[src/rtl/rpct_pkg.sv]
package rpct_pkg;

   localparam int unsigned LFSR_MIN_W = 3;
   localparam int unsigned LFSR_MAX_W = 16;

   // Feedback tap mask for a maximal-length Fibonacci shift register,
   // bit k set means state bit k enters the XOR.
   function automatic logic [15:0] lfsr_taps(input int unsigned w);
      logic [15:0] m;
      case (w)
         3:  m = 16'h0006;
         4:  m = 16'h000C;
         5:  m = 16'h0014;
         6:  m = 16'h0030;
         7:  m = 16'h0060;
         8:  m = 16'h00B8;
         9:  m = 16'h0110;
         10: m = 16'h0240;
         11: m = 16'h0500;
         12: m = 16'h0829;
         13: m = 16'h100D;
         14: m = 16'h2015;
         15: m = 16'h6000;
         16: m = 16'hD008;
         default: m = 16'h0000;
      endcase
      return m;
   endfunction

endpackage

[src/rtl/rpct_lfsr.sv]
module rpct_lfsr #(
   parameter int unsigned W = 8
) (
   input  logic         clk,
   input  logic         rst_n,
   input  logic         load,
   input  logic [W-1:0] seed,
   input  logic         step,
   output logic [W-1:0] state
);
   import rpct_pkg::*;

   localparam logic [15:0]  TAPS_ALL = lfsr_taps(W);
   localparam logic [W-1:0] TAP_MASK = TAPS_ALL[W-1:0];
   localparam logic [W-1:0] SEED_SUB = {{(W-1){1'b0}}, 1'b1};

   generate
      if (W < LFSR_MIN_W || W > LFSR_MAX_W) begin : g_bad_width
         $error("rpct_lfsr: width out of supported range");
      end
   endgenerate

   logic [W-1:0] nxt;
   logic         fb;

   always_comb begin
      fb  = ^(state & TAP_MASK);
      nxt = {state[W-2:0], fb};
   end

   always_ff @(posedge clk or negedge rst_n) begin
      if (!rst_n)        state <= SEED_SUB;
      else if (load)     state <= (seed == '0) ? SEED_SUB : seed;
      else if (step)     state <= nxt;
   end

   // a maximal-length register never reaches the all-zero lock-up state
   a_r3_no_lockup: assert property (@(posedge clk) disable iff (!rst_n)
      state != '0);

endmodule

[src/rtl/rpct_delay.sv]
module rpct_delay #(
   parameter int unsigned LAT = 2,
   parameter int unsigned IW  = 12
) (
   input  logic          clk,
   input  logic          rst_n,
   input  logic          clr,
   input  logic          vld_i,
   input  logic [IW-1:0] idx_i,
   output logic          vld_o,
   output logic [IW-1:0] idx_o
);
   generate
      if (LAT == 0) begin : g_direct
         assign vld_o = vld_i;
         assign idx_o = idx_i;
      end else begin : g_pipe
         logic          vld_sr [LAT];
         logic [IW-1:0] idx_sr [LAT];

         always_ff @(posedge clk or negedge rst_n) begin
            if (!rst_n) begin
               for (int k = 0; k < LAT; k++) begin
                  vld_sr[k] <= 1'b0;
                  idx_sr[k] <= '0;
               end
            end else if (clr) begin
               for (int k = 0; k < LAT; k++) begin
                  vld_sr[k] <= 1'b0;
                  idx_sr[k] <= '0;
               end
            end else begin
               vld_sr[0] <= vld_i;
               idx_sr[0] <= idx_i;
               for (int k = 1; k < LAT; k++) begin
                  vld_sr[k] <= vld_sr[k-1];
                  idx_sr[k] <= idx_sr[k-1];
               end
            end
         end

         assign vld_o = vld_sr[LAT-1];
         assign idx_o = idx_sr[LAT-1];

         // no compare slot appears without a pattern LAT cycles earlier
         a_r5_window_aligned: assert property (@(posedge clk) disable iff (!rst_n)
            (vld_sr[0] && !clr) |-> $past(vld_i));
      end
   endgenerate

endmodule

[src/rtl/rpct_cmp.sv]
module rpct_cmp #(
   parameter int unsigned RW = 8,
   parameter int unsigned IW = 12
) (
   input  logic          clk,
   input  logic          rst_n,
   input  logic          clr,
   input  logic          vld,
   input  logic [IW-1:0] idx,
   input  logic [RW-1:0] dut_rsp,
   input  logic [RW-1:0] ref_rsp,
   output logic          mis,
   output logic          err,
   output logic [IW-1:0] fail_idx,
   output logic [RW-1:0] fail_rsp
);
   assign mis = vld && (dut_rsp != ref_rsp);

   always_ff @(posedge clk or negedge rst_n) begin
      if (!rst_n) begin
         err      <= 1'b0;
         fail_idx <= '0;
         fail_rsp <= '0;
      end else if (clr) begin
         err      <= 1'b0;
         fail_idx <= '0;
         fail_rsp <= '0;
      end else if (mis && !err) begin
         err      <= 1'b1;
         fail_idx <= idx;
         fail_rsp <= dut_rsp;
      end
   end

   // the flag stays set until a new run clears it
   a_r6_err_sticky: assert property (@(posedge clk) disable iff (!rst_n)
      (err && !clr) |=> err);

   // the first-failure record is never overwritten by later mismatches
   a_r6_capture_frozen: assert property (@(posedge clk) disable iff (!rst_n)
      (err && !clr) |=> ($stable(fail_idx) && $stable(fail_rsp)));

endmodule

[src/rtl/rpct_top.sv]
module rpct_top #(
   parameter int unsigned PAT_W   = 8,
   parameter int unsigned RSP_W   = 8,
   parameter int unsigned CNT_W   = 12,
   parameter int unsigned LATENCY = 2
) (
   input  logic             clk,
   input  logic             rst_n,
   input  logic             start,
   input  logic [PAT_W-1:0] seed,
   input  logic [CNT_W-1:0] pat_count,
   output logic [PAT_W-1:0] pattern,
   output logic             pat_valid,
   input  logic [RSP_W-1:0] dut_rsp,
   input  logic [RSP_W-1:0] ref_rsp,
   output logic             busy,
   output logic             done,
   output logic             pass,
   output logic             err,
   output logic [CNT_W-1:0] fail_idx,
   output logic [RSP_W-1:0] fail_rsp
);
   localparam int unsigned MAX_LAT = 16;

   generate
      if (CNT_W < 1 || CNT_W > 32) begin : g_bad_cnt
         $error("rpct_top: CNT_W out of range");
      end
      if (RSP_W < 1) begin : g_bad_rsp
         $error("rpct_top: RSP_W must be positive");
      end
      if (LATENCY > MAX_LAT) begin : g_bad_lat
         $error("rpct_top: LATENCY too large");
      end
   endgenerate

   logic [CNT_W-1:0] len_q;
   logic [CNT_W-1:0] idx_q;
   logic [CNT_W-1:0] len_m1;
   logic             pv_q;
   logic             busy_q;
   logic             done_q;
   logic             pass_q;
   logic             at_last;
   logic             lat_vld;
   logic [CNT_W-1:0] lat_idx;
   logic             cmp_mis;
   logic             cmp_err;
   logic             final_cmp;

   assign len_m1    = len_q - 1'b1;
   assign at_last   = (idx_q == len_m1);
   assign final_cmp = lat_vld && (lat_idx == len_m1);

   rpct_lfsr #(.W(PAT_W)) u_gen (
      .clk   (clk),
      .rst_n (rst_n),
      .load  (start),
      .seed  (seed),
      .step  (pv_q && !at_last),
      .state (pattern)
   );

   rpct_delay #(.LAT(LATENCY), .IW(CNT_W)) u_dly (
      .clk   (clk),
      .rst_n (rst_n),
      .clr   (start),
      .vld_i (pv_q),
      .idx_i (idx_q),
      .vld_o (lat_vld),
      .idx_o (lat_idx)
   );

   rpct_cmp #(.RW(RSP_W), .IW(CNT_W)) u_cmp (
      .clk      (clk),
      .rst_n    (rst_n),
      .clr      (start),
      .vld      (lat_vld),
      .idx      (lat_idx),
      .dut_rsp  (dut_rsp),
      .ref_rsp  (ref_rsp),
      .mis      (cmp_mis),
      .err      (cmp_err),
      .fail_idx (fail_idx),
      .fail_rsp (fail_rsp)
   );

   always_ff @(posedge clk or negedge rst_n) begin
      if (!rst_n) begin
         len_q  <= '0;
         idx_q  <= '0;
         pv_q   <= 1'b0;
         busy_q <= 1'b0;
         done_q <= 1'b0;
         pass_q <= 1'b0;
      end else if (start) begin
         len_q  <= pat_count;
         idx_q  <= '0;
         pv_q   <= (pat_count != '0);
         busy_q <= (pat_count != '0);
         done_q <= (pat_count == '0);
         pass_q <= (pat_count == '0);
      end else begin
         if (pv_q) begin
            if (at_last) pv_q  <= 1'b0;
            else         idx_q <= idx_q + 1'b1;
         end
         if (final_cmp) begin
            done_q <= 1'b1;
            busy_q <= 1'b0;
            pass_q <= !(cmp_err || cmp_mis);
         end
      end
   end

   assign pat_valid = pv_q;
   assign busy      = busy_q;
   assign done      = done_q;
   assign pass      = pass_q;
   assign err       = cmp_err;

   // a finished run holds its verdict until restarted
   a_r7_done_hold: assert property (@(posedge clk) disable iff (!rst_n)
      (done && !start) |=> (done && $stable(pass)));

   // a finished run is neither busy nor issuing patterns
   a_r7_done_idle: assert property (@(posedge clk) disable iff (!rst_n)
      done |-> (!busy && !pat_valid));

   // a passing verdict never coexists with a recorded mismatch
   a_r7_pass_clean: assert property (@(posedge clk) disable iff (!rst_n)
      (done && pass) |-> !err);

   // a start clears the previous outcome in the next cycle
   a_r9_restart_clears: assert property (@(posedge clk) disable iff (!rst_n)
      (start && pat_count != '0) |=> (!err && !done && pat_valid));

endmodule

[config.mk]
export PLATFORM = sky130hd
export DESIGN_NAME = rpct_top
export DESIGN_NICKNAME = d
export VERILOG_FILES = /design/src/rtl/rpct_pkg.sv /design/src/rtl/rpct_lfsr.sv /design/src/rtl/rpct_delay.sv /design/src/rtl/rpct_cmp.sv /design/src/rtl/rpct_top.sv
export SDC_FILE = /design/constraint.sdc
export NUM_CORES = 1
export LEC_CHECK = 0
export ABC_CLOCK_PERIOD_IN_PS = 3100
export BUFFER_PORTS_ARGS = -buffer_cell sky130_fd_sc_hd__buf_4
export CORE_MARGIN = 2
export CORE_UTILIZATION = 40
export CTS_CLUSTER_DIAMETER = 60
export DETAILED_ROUTE_END_ITERATION = 7
export GPL_TIMING_DRIVEN = 0
export MAX_ROUTING_LAYER = met4
export SLEW_MARGIN = 20
export SYNTH_ARGS = -nofsm -noshare
export SYNTH_HDL_FRONTEND = slang
export SYNTH_SLANG_ARGS = --single-unit
[constraint.sdc]
create_clock -name clk -period 3.1 [get_ports clk]
set_clock_uncertainty 0.2 [all_clocks]
set_input_delay 0.93 -clock clk [delete_from_list [all_inputs] [get_ports clk]]
set_output_delay 0.93 -clock clk [all_outputs]
set_load 0.01 [all_outputs]
==> flow_metrics.py <==
metrics = {
    "outcome": {
        "outcome": "finished with violations",
        "violations": "setup timing",
    },
    "sta": {
        "timing.final.crit_share": 1.08,
        "final.min_clock_period_ns": 3.34,
        "fmax_mhz": 300,
        "hold_viol_final": 0,
        "setup_viol": 21,
        "finalSetupTns_ns": -2.58,
        "worstMarginPinSlew_ns": 0.762,
        "relSlewSlack": 0.492,
        "rsz0062_at_grt": "yes",
        "final.setup.worst_slack_ns": -0.238,
        "drv_slew": 0,
    },
    "yosys": {
        "synth_nets": 449,
        "yosys_warnings": 0,
        "ys_seq_area_frac": 0.493,
        "synth.ff_latch_count": 83,
        "synthArstFlopShare": 1.00,
        "synth_cells": 408,
        "synth_edf_count": 0,
        "synth.distinct_cells": 55,
        "syn_area_per_cell_um2": 10.3,
        "ys.flop_type": "dfrtp_1",
        "syn_area_mm2": 0.00422,
    },
    "cells_and_area": {
        "stdcell_area_mm2": 0.00555,
        "synthToLayoutAreaGrowth_pct": 31.5,
        "final_core_util": 0.540,
        "final_common_cell": "dfrtp_1",
        "num_antenna_cells": 0,
        "layout-drive-gt1-share": 0.325,
        "layout_common_cells": "82 x dfrtp_1, 81 x buf_4, 39 x nor2_1, 28 x xnor2_1, 27 x nor2b_1",
        "nets": 544,
        "fill_cells": 937,
    },
    "clock_tree": {
        "clkSinkCount": 83,
        "clk_latency_ns": 0.36,
        "cts_tree": "yes",
        "cts_hold_buf": 0,
        "clock_path_buffers": 2,
        "clk_pin_slew_worst_paths_ns": 0.09,
        "clockRootBuffer": "clkbuf_8",
        "htree_levels": 3,
        "numCtsBuffers": 9,
    },
    "die": {
        "rows": 37,
        "dieArea_mm2": 0.0114,
        "initial_core_util": 0.410,
        "dieHeight_um": 107,
        "io-pin-count": 72,
        "die_w_um": 107,
        "fp.coreArea_mm2": 0.0103,
    },
    "placed_design": {
        "pre_cts_ws_ns": -0.413,
        "placed_area_mm2": 0.00492,
        "io_buffers": 70,
        "gp_congestion": 0.855,
        "dp_hpwl_um": 7530,
    },
    "detailed_routing": {
        "drc": 0,
        "avgViaCountPerCell": 5.31,
        "drtPass1Iterations": 4,
        "finalWirelength_um": 11200,
        "vias": 3420,
        "wl_per_cell_um": 17.4,
        "drtAntennaViolNets": 0,
        "drtIter0Drc": 174,
    },
    "critical_path": {
        "path_common_cell": "buf_6",
        "worst_path_largest_cell_delay_ns": 0.58,
        "worst-setup-path-type": "reg -> reg",
        "reg2reg_to": "idx_q[8]$_DFFE_PN0P_",
        "critical_path.cell_chain": "inv_2, ha_4, or4b_4, or4_4, xor2_2, o211ai_2, a2111oi_4, buf_6, buf_8, buf_6, o31ai_1, a21oi_2",
        "critPathMaxFanout": 6,
        "r2r_setup_slack_ns": -0.24,
        "cp.required_ns": 3.12,
        "end_kind": "flip-flop",
        "crit_arrival_ns": 3.36,
        "rr_worst_depth": 12,
        "start_kind": "flip-flop",
        "r2r_start": "len_q[1]$_DFFE_PN0P_",
        "crit_slowest_cell": "or4_4",
    },
    "grt": {
        "grt_max_degree": 84,
        "grt_util_all_layers": 0.210,
        "grt_pass1_wl_um": 18100,
        "globalRouteOverflowTotal": 0,
        "grt_pass1_vias": 3454,
        "antenna_found_initial": 0,
    },
    "power": {
        "p_leak_uw": 0.00251,
        "switchingPower_uw": 668,
        "switching_share": 0.271,
        "p_per_area_mw_per_mm2": 444,
        "combPwrFrac": 0.182,
        "p_seq_frac": 0.478,
        "p_int_uw": 1800,
        "worst_ir_drop_vdd_uv": 204,
        "clkPwrFrac": 0.340,
        "p_total_uw": 2460,
    },
    "min_path": {
        "timing.hold.worst_path_depth": 1,
        "hold_start": "u_dly.g_pipe.idx_sr[15]$_DFF_PN0_",
        "hold_end": "u_dly.idx_o[3]$_DFF_PN0_",
        "worstHoldPathType": "reg -> reg",
    },
    "run": {
        "drv_cap": 0,
    },
}
what timing repair did:
item,CTS,global route
pin swaps,17,20
buffers inserted,12,6
gates cloned,1,0
gates resized for setup,41,15
endpoints found under the hold margin,0,0
setup endpoints to repair,24,23
stage by stage:
stage / hold slack [ns] / cells
2_1_floorplan: 0.239 / 408
3_3_place_gp: 0.245 / 614
3_5_place_dp: 0.249 / 614
4_1_cts: 0.267 / 641
5_1_grt: 0.280 / 644
6_report: 0.261 / 644
layer usage:
layer,global-route usage,wire (um),vias up
met5,-,0,-
met4,0.0788,266,0
met3,0.0395,679,22
met2,0.331,5360,111
met1,0.273,4890,1684
li1,-,-,1603
state kept, by name, indices dropped and copies added (netlist names):
register,flops
len_q,12
u_dly.vld_o,1
busy,1
u_gen.state,8
u_dly.idx_o,12
idx_q,12
u_dly.g_pipe.idx_sr,12
u_cmp.fail_idx,12
u_cmp.err,1
u_dly.g_pipe.vld_sr,1
done,1
u_cmp.fail_rsp,8
pat_valid,1
pass,1
Yosys cell counts, types with 2 or more instances:
cell type	count	area share
buf_2	4	0.0047
and3_1	2	0.0030
xnor3_1	2	0.011
ha_1	2	0.0059
clkbuf_1	18	0.016
buf_1	4	0.0036
xor2_1	13	0.027
mux2_2	9	0.024
xnor2_1	28	0.058
or3_1	9	0.013
nor4_1	9	0.013
o32ai_1	4	0.0083
inv_1	8	0.0071
or2_2	6	0.0089
o211ai_1	2	0.0036
a211oi_1	2	0.0036
a21oi_1	14	0.017
dfrtp_1	82	0.49
nor3_1	7	0.0083
nand2_1	22	0.020
nor3b_1	2	0.0036
nand3_1	8	0.0095
o22ai_1	2	0.0030
buf_6	3	0.0080
nand2b_1	3	0.0045
nor2_1	40	0.036
mux2_1	2	0.0053
or4_1	2	0.0036
nand4_1	7	0.010
o21ai_0	10	0.012
nor2b_1	27	0.040
o21ai_1	8	0.0095
mux2i_1	24	0.057
a221oi_1	2	0.0042
logic make-up (layout without fill, tap and decap cells):
family | count (synthesis) | after routing | synth area share
AOI/OAI and AO/OA | 57 | 57 | 0.0914
adders and majority gates | 2 | 2 | 0.00593
muxes | 36 | 36 | 0.0899
and+or+nand+nor | 149 | 149 | 0.184
xor gates and xnor gates | 43 | 43 | 0.0958
DFF | 83 | 83 | 0.493
buffers and inverters | 38 | 138 | 0.0403
area by class of cell:
class | count | area, um^2 | area share
Clock inverter | 5 | 77.6 | 0.0140
Multi-Input combinational cell | 287 | 2210 | 0.399
Tap cell | 136 | 170 | 0.0307
Buffer | 25 | 140 | 0.0253
Clock buffer | 11 | 131 | 0.0237
Timing Repair Buffer | 88 | 704 | 0.127
Inverter | 9 | 33.8 | 0.00609
Sequential cell | 83 | 2080 | 0.375
power by group through the flow:
stage	Sequential [uW]	Clock, uW	Combinational, uW
floorplan	1190	0	234
global placement	1190	0	398
detailed placement	1190	0	403
CTS	1170	859	435
global route	1180	900	494
finish	1180	838	449
worst max-delay path by stage:
stage / to / slack [ns] / startpoint / cells past startpoint
finish: idx_q[8]$_DFFE_PN0P_ / -0.24 / len_q[1]$_DFFE_PN0P_ / 12
global placement: idx_q[0]$_DFFE_PN0P_ / -0.42 / len_q[0]$_DFFE_PN0P_ / 12
detailed placement: idx_q[0]$_DFFE_PN0P_ / -0.41 / len_q[0]$_DFFE_PN0P_ / 12
global route: idx_q[8]$_DFFE_PN0P_ / -0.33 / len_q[1]$_DFFE_PN0P_ / 12
CTS: idx_q[8]$_DFFE_PN0P_ / -0.20 / len_q[0]$_DFFE_PN0P_ / 12
floorplan: idx_q[0]$_DFFE_PN0P_ / -0.09 / len_q[0]$_DFFE_PN0P_ / 12
critical path: cells and delay by family (launching register included):
kind,cells,cell delay (ns)
simple gates,2,1.07
compound gates,4,0.71
buf+inv,4,0.50
flops,1,0.41
xor+xnor,1,0.17
fa+ha+maj,1,0.13
No activity file was read; power rests on OpenSTA's default activity.
